### config.mk
export PLATFORM = sky130hd
export DESIGN_NAME = mem_region_decoder
export DESIGN_NICKNAME = d
export VERILOG_FILES = /design/src/rtl/mem_region_pkg.sv /design/src/rtl/mem_region_ctrl.sv /design/src/rtl/mem_region_match.sv /design/src/rtl/mem_region_decoder.sv
export SDC_FILE = /design/constraint.sdc
export NUM_CORES = 1
export LEC_CHECK = 0
export BUFFER_PORTS_ARGS = -buffer_cell sky130_fd_sc_hd__buf_2
export CAP_MARGIN = 20
export CORE_ASPECT_RATIO = 0.6
export CORE_MARGIN = 4
export CORE_UTILIZATION = 52
export CTS_CLUSTER_DIAMETER = 60
export DETAILED_ROUTE_END_ITERATION = 8
export MAX_ROUTING_LAYER = met4
export PLACE_DENSITY_LB_ADDON = 0.05
export SETUP_SLACK_MARGIN = 0.2
export SYNTH_ARGS = -nofsm -noshare
export SYNTH_HDL_FRONTEND = slang
export SYNTH_SLANG_ARGS = --single-unit
### constraint.sdc
create_clock -name clk -period 1.76 [get_ports clk]
set_input_delay 0.088 -clock clk [delete_from_list [all_inputs] [get_ports clk]]
set_output_delay 0.088 -clock clk [all_outputs]
set_load 0.03 [all_outputs]
### src/rtl/mem_region_pkg.sv
package mem_region_pkg;
  parameter int unsigned REGION_CNT = 2;
  parameter int unsigned ADDR_W = 32;
  parameter int unsigned MASK_LSB = 18;
  parameter int unsigned REG_ADDR_W = 8;
  localparam int unsigned MATCH_W = ADDR_W - MASK_LSB;
  localparam int unsigned TYPE_W = 6;
  localparam int unsigned WP_BIT = 8;

  // Decoded register strobes from control to datapath
  typedef struct packed {
    logic [REGION_CNT-1:0] baseWr;
    logic [REGION_CNT-1:0] maskWr;
    logic [REGION_CNT-1:0] baseRd;
    logic [REGION_CNT-1:0] maskRd;
  } regStrobe_t;
endpackage

### src/rtl/mem_region_ctrl.sv
module mem_region_ctrl
  import mem_region_pkg::*;
#(
  parameter int unsigned BASE_OFS = 'h48
) (
  input  logic                  regWrEn,
  input  logic [REG_ADDR_W-1:0] regAddr,
  output regStrobe_t            strobe
);
  localparam int unsigned STRIDE = 8;
  localparam int unsigned MASK_GAP = 4;

  for (genvar i = 0; i < REGION_CNT; i++) begin : gDec
    localparam logic [REG_ADDR_W-1:0] BaseOfs = REG_ADDR_W'(BASE_OFS + STRIDE * i);
    localparam logic [REG_ADDR_W-1:0] MaskOfs = REG_ADDR_W'(BASE_OFS + STRIDE * i + MASK_GAP);
    assign strobe.baseRd[i] = (regAddr == BaseOfs);
    assign strobe.maskRd[i] = (regAddr == MaskOfs);
    assign strobe.baseWr[i] = regWrEn && (regAddr == BaseOfs);
    assign strobe.maskWr[i] = regWrEn && (regAddr == MaskOfs);
  end
endmodule

### src/rtl/mem_region_match.sv
module mem_region_match
  import mem_region_pkg::*;
(
  input  logic              clk,
  input  logic              rstN,
  input  regStrobe_t        strobe,
  input  logic [ADDR_W-1:0] regWrData,
  output logic [ADDR_W-1:0] regRdData,
  input  logic [ADDR_W-1:0] accAddr,
  input  logic              accWrite,
  input  logic [TYPE_W-1:0] accType,
  output logic [REGION_CNT-1:0] regionHit,
  output logic              wpViolation,
  output logic              miss
);
  logic [REGION_CNT-1:0]             candidate;
  logic [REGION_CNT-1:0]             protect;
  logic [REGION_CNT-1:0][ADDR_W-1:0] baseView;
  logic [REGION_CNT-1:0][ADDR_W-1:0] maskView;

  for (genvar i = 0; i < REGION_CNT; i++) begin : gRegion
    logic [MATCH_W-1:0] baseR;
    logic [MATCH_W-1:0] maskR;
    logic [TYPE_W-1:0]  disR;
    logic               wpR;
    logic               validR;
    logic               addrOk;
    logic               typeOk;

    always_ff @(posedge clk or negedge rstN) begin
      if (!rstN) begin
        baseR  <= '0;
        maskR  <= '0;
        disR   <= '0;
        wpR    <= 1'b0;
        validR <= 1'b0;
      end else begin
        if (strobe.baseWr[i]) baseR <= regWrData[ADDR_W-1:MASK_LSB];
        if (strobe.maskWr[i]) begin
          maskR  <= regWrData[ADDR_W-1:MASK_LSB];
          wpR    <= regWrData[WP_BIT];
          disR   <= regWrData[TYPE_W:1];
          validR <= regWrData[0];
        end
      end
    end

    assign addrOk = ((accAddr[ADDR_W-1:MASK_LSB] ^ baseR) & ~maskR) == '0;
    assign typeOk = (accType & disR) == '0;
    assign candidate[i] = validR && addrOk && typeOk;
    assign protect[i] = wpR;

    always_comb begin
      baseView[i] = '0;
      baseView[i][ADDR_W-1:MASK_LSB] = baseR;
      maskView[i] = '0;
      maskView[i][ADDR_W-1:MASK_LSB] = maskR;
      maskView[i][WP_BIT] = wpR;
      maskView[i][TYPE_W:1] = disR;
      maskView[i][0] = validR;
    end

    AST_INVALID_NO_HIT: assert property (@(posedge clk) disable iff (!rstN)
      !validR |-> !regionHit[i]);
    AST_HIT_ADDR_MATCH: assert property (@(posedge clk) disable iff (!rstN)
      regionHit[i] |-> (((accAddr[ADDR_W-1:MASK_LSB] ^ baseR) & ~maskR) == '0));
    AST_TYPE_BLOCKS_HIT: assert property (@(posedge clk) disable iff (!rstN)
      ((accType & disR) != '0) |-> !regionHit[i]);
    AST_WP_NO_WRITE_HIT: assert property (@(posedge clk) disable iff (!rstN)
      (wpR && accWrite) |-> !regionHit[i]);
  end

  // Register readback
  always_comb begin
    regRdData = '0;
    for (int i = 0; i < REGION_CNT; i++) begin
      if (strobe.baseRd[i]) regRdData = regRdData | baseView[i];
      if (strobe.maskRd[i]) regRdData = regRdData | maskView[i];
    end
  end

  // Lowest-numbered taking-part region decides
  logic found;
  always_comb begin
    regionHit   = '0;
    wpViolation = 1'b0;
    found       = 1'b0;
    for (int i = 0; i < REGION_CNT; i++) begin
      if (candidate[i] && !found) begin
        found = 1'b1;
        if (accWrite && protect[i]) wpViolation = 1'b1;
        else regionHit[i] = 1'b1;
      end
    end
  end
  assign miss = !found;

  AST_ONE_HIT: assert property (@(posedge clk) disable iff (!rstN)
    $onehot0(regionHit));
  AST_MISS_EXCLUSIVE: assert property (@(posedge clk) disable iff (!rstN)
    miss |-> (regionHit == '0) && !wpViolation);
  AST_VIOL_NO_HIT: assert property (@(posedge clk) disable iff (!rstN)
    wpViolation |-> (regionHit == '0) && accWrite);
endmodule

### src/rtl/mem_region_decoder.sv
module mem_region_decoder
  import mem_region_pkg::*;
#(
  parameter int unsigned BASE_OFS = 'h48
) (
  input  logic                  clk,
  input  logic                  rstN,
  input  logic                  regWrEn,
  input  logic [REG_ADDR_W-1:0] regAddr,
  input  logic [ADDR_W-1:0]     regWrData,
  output logic [ADDR_W-1:0]     regRdData,
  input  logic [ADDR_W-1:0]     accAddr,
  input  logic                  accWrite,
  input  logic [TYPE_W-1:0]     accType,
  output logic [REGION_CNT-1:0] regionHit,
  output logic                  wpViolation,
  output logic                  miss
);
  regStrobe_t strobe;

  mem_region_ctrl #(.BASE_OFS(BASE_OFS)) uCtrl (
    .regWrEn (regWrEn),
    .regAddr (regAddr),
    .strobe  (strobe)
  );

  mem_region_match uMatch (
    .clk         (clk),
    .rstN        (rstN),
    .strobe      (strobe),
    .regWrData   (regWrData),
    .regRdData   (regRdData),
    .accAddr     (accAddr),
    .accWrite    (accWrite),
    .accType     (accType),
    .regionHit   (regionHit),
    .wpViolation (wpViolation),
    .miss        (miss)
  );
endmodule

==> metrics, run 1 <==
x dimension of the die=119 um; post-synthesis cell area=about 3800 sq um; Max clock buf depth=2; Clk pwr share=45.8%; violated checks=setup timing; global router's overall resource usage=roughly 24%; Diodes inserted=0; sequential power share=44.1%; fraction of the yosys area taken by sequential cells=around 47%; WL/cell=between 20 and 25 um; final total negative setup slack=-1.06 ns; dpl cell area=4360 sq um; number of distinct library cell variants in the gate-level netlist after synthesis=34; antenna-violating nets left=0; share of post-route cells with drive strength above 1=~43%; ports placed on the boundary=between 100 and 150; Critical Path Max Stage Delay=0.39 ns; average size of a mapped cell=12.7 sq um; switching fraction of total power=23.1%; total area of multi-input combinational cells=about 1900 sq um; Async S/R FF share, synth=100%; growth of design area from synthesis to finish=27.0%; count of unresolved DRC violations after routing=0; number of maximum-capacitance constraint violations=0; number of global-route vias before repair=2879; Final Power=between 4 and 5 mW; crit path launch type=flip-flop; root buffer cell=clkbuf_16; global-route congestion overflow total=0; slowest CP cell=dfrtp_1; count of mapped cells out of synthesis=302; GP Congestion=about 0.84; Final Core Density=about 71%; fraction of synthesized area in multiplexers=23.3%; net load switching power=between 0.9 and 1 mW; list of cells traversed by the critical path=a222oi_1 -> nand4_1 -> nor2_1 -> nand4_1 -> mux2i_2 -> buf_6; type of element capturing the critical path=primary output; cell with the most instances on the worst path=nand4_1; # port buffers=79; signal arrival time at the worst endpoint=between 1.5 and 2 ns; Vert. Die Dim=74.6 um; TritonCTS sink count=72; first-iteration detailed-routing DRC count=174; number of optimization iterations in the first detailed-route pass=4; clock transition at the registers of the reported paths=0.05 ns; status=finished with violations; detailed-route vias per instance=5.71; Seq. cell area=1800 sq um; maximum clock rate=0.481 GHz; Synth Register Bits=72; number of clock buffers inserted by TritonCTS=9; share of the synthesized netlist area taken by xor and xnor gates=6.39%; final instance area=4870 sq um; initial antenna violation count=0; largest family of logic cells by synthesized area=multiplexers; Critical Path RT=1.67 ns; share of the cycle needed by the critical path after routing=118%; number of fill cells=524; prevailing post-synth register cell=dfrtp_1; count of synthesis-stage warnings from yosys=0; Setup WS post-layout=-0.319 ns; post-synthesis compound-gate area fraction=11.6%; Setup CP Type=reg -> out; post-route minimum period=a little over 2 ns; worst min-delay path class=in -> reg; Final Hold Fails=0; placed wire-length estimate after detailed placement=between 7000 and 8000 um; Final #Nets=491; final wirelength=10100 um; number of standard-cell rows in the floorplan=23; final setup vio count=4; worst vdd rail ir drop=slightly below 0.6 mV; worst clock skew=0 ns; Post-synth EDFFs=0; total number of vias=between 2000 and 3000; H-Tree Depth=3; Leak Pwr=2.47 nW; pre-CTS WS=-0.0125 ns; pin count of the biggest net entering global routing=73; combinational group share of total power=10.1%; die area=8870 sq um; effective utilization at floorplan=55.6%; TritonCTS clock tree=done; P_int=3.15 mW; clk_lat worst skew=~0.32 ns; Core Region=6910 sq um; post-synthesis share of cell area spent on full adders, half adders and majority gates=0%; share of synthesized cell area in and, or, nand and nor gates=7.14%; maximum fanout along the worst path=4; wire length of the first global-routing pass=15700 um; power per cell area=roughly 840 nW/um^2; final number of max-transition violations=0; unrepaired setup endpoints after global routing=yes
## cell type report
class | count | share of cell area, %
Clock buffer | 12 | 5.47
Timing Repair Buffer | 109 | 14.7
Inverter | 3 | 0.231
Tap cell | 87 | 2.23
Multi-Input combinational cell | 214 | 39.4
Sequential cell | 72 | 37.0
Clock inverter | 4 | 1.05
## flip-flops by register name (all words and copies together), names as in the netlist
signal and cells:
uMatch.gRegion.disR 12, uMatch.gRegion.wpR 2, uMatch.gRegion.validR 2, uMatch.gRegion.baseR 28, uMatch.gRegion.maskR 28
## cells by family (layout without fill, tap and decap cells)
family                    after synthesis  after routing
DFF                                    72             72
xor gates and xnor gates               28             28
muxes                                  73             73
buffers and inverters                  25            128
AOI/OAI and AO/OA                      62             62
other                                   1             10
and+or+nand+nor                        41             41
## Yosys cell counts, types with 2 or more instances
library cell  count  area (sq um)
nand2_2           3          18.8
dfrtp_1          72          1800
nand2_1          11          41.3
mux2_2           28           315
o22ai_1          15          93.8
nor2_4            2          22.5
buf_1             2          7.51
xnor2_1          28           245
nor2_1            9          33.8
a22o_1            8          70.1
buf_4            10          75.1
mux2_1           24           270
buf_6             5          56.3
buf_2             4          20.0
a222oi_1          3          30.0
and2_1            2          12.5
nand4_1           5          31.3
a22oi_1          28           210
o21ai_0           7          35.0
mux2_4           20           300
inv_1             3          11.3
## metrics by stage
stage / hold slack [ns] / std cells
6_report: 0.0337 / 501
5_1_grt: 0.0344 / 501
4_1_cts: 0.0202 / 499
3_5_place_dp: 0.143 / 472
3_3_place_gp: 0.147 / 472
2_1_floorplan: -0.208 / 311
## layer usage
layer,vias up,share of wire [%],GRT usage [%],wire length [um]
met3,5,6.8,6.00,684
li1,1317,-,-,-
met2,115,44,34.7,4410
met5,-,0,-,0
met4,0,0.51,6.29,51
met1,1424,49,35.3,4930
## power groups by stage
stage	clock (mW)	sequential, mW	combinational (mW)
after floorplan	0	1.81	0.235
after global placement	0	1.83	0.385
after detailed placement	0	1.84	0.395
after CTS	1.92	1.81	0.414
after global routing	2.01	1.82	0.453
final	1.88	1.81	0.416
## final timing paths
check	cells past startpoint	startpoint	slack [ns]	to
hold reg to reg	1	uMatch.gRegion[1].maskR[13]$_DFFE_PN0P_	0.52	uMatch.gRegion[1].maskR[13]$_DFFE_PN0P_
setup reg to reg	2	uMatch.gRegion[0].disR[1]$_DFFE_PN0P_	0.83	uMatch.gRegion[0].disR[1]$_DFFE_PN0P_
setup / recovery	6	uMatch.gRegion[0].disR[1]$_DFFE_PN0P_	-0.32	wpViolation
min in group asynchronous	3	rstN	0.30	uMatch.gRegion[1].maskR[7]$_DFFE_PN0P_
max in group asynchronous	3	rstN	1.13	uMatch.gRegion[1].maskR[4]$_DFFE_PN0P_
hold / removal	2	regWrData[26]	0.03	uMatch.gRegion[1].maskR[8]$_DFFE_PN0P_
## layout by cell type, fill, tap and decap left out, types with 8 or more instances in the layout
cell type / synthesis / layout
a22o_1: 8 / 8
a22oi_1: 28 / 28
buf_2: 4 / 67
buf_4: 10 / 23
buf_6: 5 / 8
clkbuf_16: 0 / 9
conb_1: 1 / 10
dfrtp_1: 72 / 72
dlygate4sd3_1: 0 / 9
mux2_1: 24 / 24
mux2_2: 28 / 28
mux2_4: 20 / 20
nand2_1: 11 / 11
nor2_1: 9 / 9
o22ai_1: 15 / 15
xnor2_1: 28 / 28
## critical path: cells and delay by family (launching register included)
kind                   cells  cell delay [ns]
and+or+nand+nor            3             0.51
DFF                        1             0.39
muxes                      1             0.29
buffers and inverters      1             0.16
AOI/OAI and AO/OA          1             0.31
## repair_timing
action | CTS | global route
gates cloned | 0 | 0
hold endpoints to repair | 87 | 0
hold buffers | 9 | 0
resized for setup | 7 | 18
pin swaps | 2 | 6
setup buffers | 2 | 2
setup endpoints to repair | 7 | 15
Power figures use the tool's default switching activity.
==> run 2: changes to the inputs <==
--- a/config.mk
+++ b/config.mk
@@ -7,14 +7,16 @@
 export LEC_CHECK = 0
 export BUFFER_PORTS_ARGS = -buffer_cell sky130_fd_sc_hd__buf_2
 export CAP_MARGIN = 20
+export CELL_PAD_IN_SITES_DETAIL_PLACEMENT = 1
+export CELL_PAD_IN_SITES_GLOBAL_PLACEMENT = 2
 export CORE_ASPECT_RATIO = 0.6
-export CORE_MARGIN = 4
-export CORE_UTILIZATION = 52
+export CORE_UTILIZATION = 33
 export CTS_CLUSTER_DIAMETER = 60
 export DETAILED_ROUTE_END_ITERATION = 8
 export MAX_ROUTING_LAYER = met4
 export PLACE_DENSITY_LB_ADDON = 0.05
 export SETUP_SLACK_MARGIN = 0.2
+export SLEW_MARGIN = 10
 export SYNTH_ARGS = -nofsm -noshare
 export SYNTH_HDL_FRONTEND = slang
 export SYNTH_SLANG_ARGS = --single-unit
==> run 2 against run 1 <==
  * The flow still finishes with violations (setup timing)
  * Die area increased by 36%
  * Clock-buffer cell count increased by 1
  * Cell count increased by 16%
  * Largest cell class unchanged
  * Non-clock buffer count increased by 7
  * Register-to-register slack got worse by 0.02 ns
  * Critical path depth unchanged
  * Clock power decreased by 14%
  * Flip-flop and latch count unchanged
  * Sequential power about the same
  * Combinational power increased by 5.8%
  * Sequential share of layout area decreased by 1.6 points
==> metrics, run 2 (synthesis results as in run 1) <==
status=finished with violations; violated checks=setup timing; total number of vias=2858 (-0.10%); global-route congestion overflow total=0 (unchanged); worst clock skew=0 ns (unchanged); number of standard-cell rows in the floorplan=30 (+30%); growth of design area from synthesis to finish=32.7%; Largest regs=uMatch.gRegion.baseR: 28 flops, uMatch.gRegion.maskR: 28 flops, uMatch.gRegion.disR: 12 flops; crit path launch type=flip-flop; final wirelength=11100 um (+9.9%); worst slew margin relative to its limit=62.0%; Leak Pwr=2.52 nW (+1.9%); slew at the pin with the worst max-slew slack=0.569 ns; maximum clock rate=0.489 GHz (+1.7%); number of maximum-capacitance constraint violations=0 (unchanged); power per cell area=759 nW/um^2 (-9.9%); number of clock buffers inserted by TritonCTS=9 (unchanged); WL/cell=19.1 um (-4.9%); GP Congestion=0.751 (-11%); unrepaired setup endpoints after global routing=yes; worst vdd rail ir drop=0.498 mV (-16%); Max clock buf depth=2 (unchanged); ports placed on the boundary=118 (unchanged); Final Hold Fails=0 (unchanged); x dimension of the die=141 um (+19%); number of optimization iterations in the first detailed-route pass=4 (unchanged); final setup vio count=4 (unchanged); highest-count cells in the layout ignoring fill and taps=dfrtp_1, buf_2, xnor2_1, mux2_2; # port buffers=79 (unchanged); share of post-route cells with drive strength above 1=44.4% (+1.4 points); Finished Layout Cells=579 (+16%); signal arrival time at the worst endpoint=1.96 ns (-0.03 ns); Critical Path Max Stage Delay=0.40 ns (about the same); root buffer cell=clkbuf_16; Setup WS post-layout=-0.284 ns (+0.0350 ns); commonest non-fill, non-tap cell in the layout=dfrtp_1; die area=12100 sq um (+36%); TritonCTS clock tree=done; first-iteration detailed-routing DRC count=87 (-50%); initial antenna violation count=0 (unchanged); Setup CP Type=reg -> out; slowest CP cell=dfrtp_1; effective utilization at floorplan=34.0% (-22 points); wire length of the first global-routing pass=17300 um (+10%); cell with the most instances on the worst path=nand4_1; Final #Nets=498 (+1.4%); total instance count after detailed placement=549 (+16%); detailed-route vias per instance=4.94 (-14%); TritonCTS sink count=72 (unchanged); Critical Path RT=1.67 ns (about the same); pin count of the biggest net entering global routing=22 (-70%); Vert. Die Dim=85.5 um (+15%); global router's overall resource usage=20.0% (-4.5 points); type of element capturing the critical path=primary output; worst min-delay path class=in -> reg; number of global-route vias before repair=2991 (+3.9%); H-Tree Depth=3 (unchanged); clk_lat worst skew=0.32 ns (about the same); placed wire-length estimate after detailed placement=7940 um (+10%); clock transition at the registers of the reported paths=0.05 ns (about the same); count of unresolved DRC violations after routing=0 (unchanged); antenna-violating nets left=0 (unchanged); final number of max-transition violations=0 (unchanged); Core Region=11300 sq um (+64%); post-route minimum period=2.04 ns (-0.0350 ns); Diodes inserted=0 (unchanged); list of cells traversed by the critical path=a222oi_1 -> nand4_1 -> nor2_2 -> nand4_1 -> mux2i_2 -> buf_4; final total negative setup slack=-1.02 ns (+0.0439 ns); maximum fanout along the worst path=4 (unchanged); share of the cycle needed by the critical path after routing=116% (-2.0 points)
-- run 2: timing repair --
item                                    4_1_cts  5_1_grt
setup buffers                                 0        6
endpoints found under the setup margin        9       17
endpoints found under the hold margin        27        0
pin swaps                                     5        7
gates cloned                                  0        2
hold buffers                                  8        0
resized for setup                            15       18
-- run 2: critical path, delay by kind of cell, from the launching register on --
family / cells / cell delay [ns]
flops: 1 / 0.40
simple gates: 3 / 0.51
mux: 1 / 0.23
buf+inv: 1 / 0.18
compound gates: 1 / 0.31
-- run 2: through the flow --
| stage | instance area [sq um] | util [%] | power [mW] | hold WS, ns | worst slack [ns] |
|---|---|---|---|---|---|
| after floorplan | 3880 | - | 2.05 | -0.208 | 0.199 |
| after global placement | 4560 | 40.3 | 2.25 | 0.120 | 0.00473 |
| after detailed placement | 4560 | 40.3 | 2.26 | 0.115 | -0.00185 |
| after CTS | 4940 | 43.7 | 3.92 | 0.000203 | -0.306 |
| after global routing | 5090 | 45.1 | 4.03 | 0.0126 | -0.439 |
| final | 5090 | 45.1 | 3.86 | 0.00487 | -0.284 |
-- run 2: path summary, 6_finish.rpt --
| path | slack (ns) | from | cells past startpoint | end |
|---|---|---|---|---|
| worst max-delay path | -0.28 | uMatch.gRegion[0].disR[1]$_DFFE_PN0P_ | 6 | wpViolation |
| worst min-delay path | 0.005 | regWrData[4] | 2 | uMatch.gRegion[1].disR[3]$_DFFE_PN0P_ |
| worst max register to register | 0.81 | uMatch.gRegion[1].disR[1]$_DFFE_PN0P_ | 2 | uMatch.gRegion[1].disR[1]$_DFFE_PN0P_ |
| worst min register to register | 0.52 | uMatch.gRegion[1].disR[0]$_DFFE_PN0P_ | 1 | uMatch.gRegion[1].disR[0]$_DFFE_PN0P_ |
| max in group asynchronous | 0.95 | rstN | 3 | uMatch.gRegion[1].maskR[10]$_DFFE_PN0P_ |
| min in group asynchronous | 0.29 | rstN | 2 | uMatch.gRegion[1].disR[2]$_DFFE_PN0P_ |
-- run 2: area by class of cell --
type / instances / area (sq um)
fillers: 1217 / 6210
multi-input cells: 214 / 1940
flip-flops and latches: 72 / 1800
repair buffers: 116 / 885
clock buffers: 13 / 250
well taps: 160 / 200
inverters: 3 / 11.3
clock inverters: 1 / 5.00
-- run 2: report_power, final --
group	switching (mW)	total [mW]	internal (mW)
clock network	0.637	1.61	0.975
logic	0.221	0.440	0.219
registers	0.0749	1.81	1.74
-- run 2: routing by layer --
layer,vias to the layer above,part of all wire [%],GRT usage (%)
li1,1331,-,-
met1,1458,51,28.4
met2,61,44,29.0
met3,8,4.4,4.63
met4,0,0.63,4.05
met5,-,0,-
==> run 3: changes to the inputs <==
--- a/config.mk
+++ b/config.mk
@@ -14,7 +14,7 @@
 export CTS_CLUSTER_DIAMETER = 60
 export DETAILED_ROUTE_END_ITERATION = 8
 export MAX_ROUTING_LAYER = met4
-export PLACE_DENSITY_LB_ADDON = 0.05
+export PLACE_DENSITY_LB_ADDON = 0.1
 export SETUP_SLACK_MARGIN = 0.2
 export SLEW_MARGIN = 10
 export SYNTH_ARGS = -nofsm -noshare
==> run 3 against run 2 <==
  * Flip-flop and latch count is the same
  * Combinational power shrank 3%
  * Via count shrank 0.73%
  * The run still ends with setup timing left
==> metrics, run 3 (synthesis results as in run 1) <==
status=finished with violations; violated checks=setup timing; wire length of the first global-routing pass=17600 um (+1.9%); commonest non-fill, non-tap cell in the layout=dfrtp_1; global router's overall resource usage=20.7% (+0.72 points); worst vdd rail ir drop=0.503 mV (+1.0%); final instance area=5100 sq um (+0.12%); detailed-route vias per instance=4.89 (-0.91%); worst flop-to-flop path startpoint=uMatch.gRegion[1].disR[3]$_DFFE_PN0P_; combinational group share of total power=10.5% (-0.9 points); clk_lat worst skew=0.33 ns (about the same); pin count of the biggest net entering global routing=73 (+230%); final setup vio count=4 (unchanged); share of the cycle needed by the critical path after routing=120% (+4.3 points); destination of the worst hold path=uMatch.gRegion[1].maskR[6]$_DFFE_PN0P_; number of clock buffers inserted by TritonCTS=9 (unchanged); R2R depth=2 (unchanged); Vert. Die Dim=85.5 um (unchanged); number of global-route vias before repair=3058 (+2.2%); TritonCTS clock tree=done; Critical Path RT=1.67 ns (about the same); Setup WS post-layout=-0.360 ns (-0.0761 ns); Clk pwr share=44.8% (+3.1 points); x dimension of the die=141 um (unchanged); first-iteration detailed-routing DRC count=115 (+32%); Setup CP Type=reg -> out; final total negative setup slack=-1.21 ns (-0.192 ns); slowest CP cell=dfrtp_1; R2R Setup Slk=0.83 ns (+0.02 ns); switching fraction of total power=25.1% (+0.98 points); Final #Nets=496 (-0.40%); number of standard-cell rows in the floorplan=30 (unchanged); crit path launch type=flip-flop; H-Tree Depth=3 (unchanged); GP Congestion=0.774 (+3.1%); met3 Resource Use GR=5.14% (+0.50 points); Critical Path Max Stage Delay=0.40 ns (about the same); ports placed on the boundary=118 (unchanged); WL/cell=19.6 um (+2.5%); dpl cell area=4470 sq um (-2.0%); reg-to-reg critical path endpoint=uMatch.gRegion[1].disR[3]$_DFFE_PN0P_; maximum clock rate=0.472 GHz (-3.6%); final wirelength=11400 um (+2.7%); Largest regs=uMatch.gRegion.baseR: 28 flops, uMatch.gRegion.maskR: 28 flops, uMatch.gRegion.disR: 12 flops; clock transition at the registers of the reported paths=0.06 ns (about the same); maximum fanout along the worst path=4 (unchanged); Leak Pwr=2.49 nW (-1.1%); highest-count cells in the layout ignoring fill and taps=dfrtp_1, buf_2, buf_4; final number of max-transition violations=0 (unchanged); growth of design area from synthesis to finish=32.8%; list of cells traversed by the critical path=a222oi_1 -> nand4_1 -> nor2_2 -> nand4_1 -> buf_6 -> mux2i_2 -> buf_6; type of element capturing the critical path=primary output; root buffer cell=clkbuf_16; slew at the pin with the worst max-slew slack=0.542 ns (-0.0273 ns); effective utilization at floorplan=34.0% (unchanged); power per cell area=796 nW/um^2 (+4.9%); number of maximum-capacitance constraint violations=0 (unchanged); TritonCTS sink count=72 (unchanged); die area=12100 sq um (unchanged); share of post-route cells with drive strength above 1=45.6% (+1.2 points); Max clock buf depth=2 (unchanged); Global Route met2 Usage=28.7% (-0.32 points); post-route minimum period=2.12 ns (+0.0761 ns); placed wire-length estimate after detailed placement=8160 um (+2.8%); unrepaired setup endpoints after global routing=yes; Final Hold Fails=0 (unchanged); global-route congestion overflow total=0 (unchanged); P_int=3.04 mW (+3.7%); count of unresolved DRC violations after routing=0 (unchanged); HP Start=regWrData[24]; grt peak-use layer=met1; worst slew margin relative to its limit=63.9% (+1.8 points); Worst Hold Path Cells=2 (unchanged); # port buffers=79 (unchanged); antenna-violating nets left=0 (unchanged); worst clock skew=0 ns (unchanged); signal arrival time at the worst endpoint=2.03 ns (+0.07 ns); Core Region=11300 sq um (unchanged); number of optimization iterations in the first detailed-route pass=4 (unchanged); met1 usage=30.0% (+1.6 points); net load switching power=1.02 mW (+9.3%); initial antenna violation count=1 (+1); sequential power share=44.6% (-2.3 points); total number of vias=2837 (-0.73%); worst min-delay path class=in -> reg; pre-CTS WS=-0.130 ns (-0.128 ns)
## run 3: metal layers
| layer | vias to the layer above | share of wire, % | routed length, um |
|---|---|---|---|
| met5 | - | 0 | 0 |
| met4 | 0 | 0.93 | 106 |
| met2 | 57 | 43 | 4880 |
| met1 | 1445 | 53 | 6000 |
| met3 | 8 | 3.5 | 395 |
| li1 | 1327 | - | - |
## run 3: critical path, delay by kind of cell (launching register included)
kind | cells | cell delay [ns]
buffers and inverters | 2 | 0.31
multiplexers | 1 | 0.19
AND/OR/NAND/NOR | 3 | 0.43
flip-flops | 1 | 0.40
AO/OA/AOI/OAI | 1 | 0.35
## run 3: layout make-up
cell class                      instances  area [sq um]
Tap cell                              160           200
Fill cell                            1211          6200
Sequential cell                        72          1800
Antenna cell                            1          2.50
Clock buffer                            9           225
Inverter                                3          11.3
Clock inverter                          7          72.6
Multi-Input combinational cell        214          1960
Timing Repair Buffer                  114           828
## run 3: worst max-delay path by stage
stage / start / end / slack, ns / cells past startpoint
2_1_floorplan: uMatch.gRegion[0].disR[1]$_DFFE_PN0P_ / wpViolation / 0.20 / 5
3_3_place_gp: uMatch.gRegion[0].disR[2]$_DFFE_PN0P_ / wpViolation / -0.16 / 6
3_5_place_dp: uMatch.gRegion[0].disR[1]$_DFFE_PN0P_ / wpViolation / -0.13 / 6
4_1_cts: uMatch.gRegion[0].disR[2]$_DFFE_PN0P_ / wpViolation / -0.37 / 7
5_1_grt: uMatch.gRegion[0].disR[1]$_DFFE_PN0P_ / wpViolation / -0.47 / 7
6_report: uMatch.gRegion[0].disR[1]$_DFFE_PN0P_ / wpViolation / -0.36 / 7
## run 3: metrics by stage
step                util (%)  power [mW]  hold slack (ns)  instances
finish                  45.1        4.06          0.00679        580
floorplan                  -        2.05           -0.208        311
global route            45.1        4.23           0.0182        580
global placement        39.5        2.24            0.156        547
detailed placement      39.5        2.24            0.159        547
CTS                     43.8        4.11          0.00360        577
## run 3: power by group through the flow
stage                     clock [mW]  sequential [mW]  combinational (mW)
after floorplan                    0             1.81               0.235
after global placement             0             1.83               0.402
after detailed placement           0             1.84               0.408
after CTS                       1.88             1.81               0.429
after global routing            1.94             1.82               0.471
final                           1.82             1.81               0.427
## run 3: timing repair
item	in CTS	in global routing
gates cloned	0	0
endpoints found under the setup margin	14	26
hold buffers	9	0
resized for setup	18	53
hold endpoints to repair	85	0
pin swaps	4	7
buffers inserted	5	2
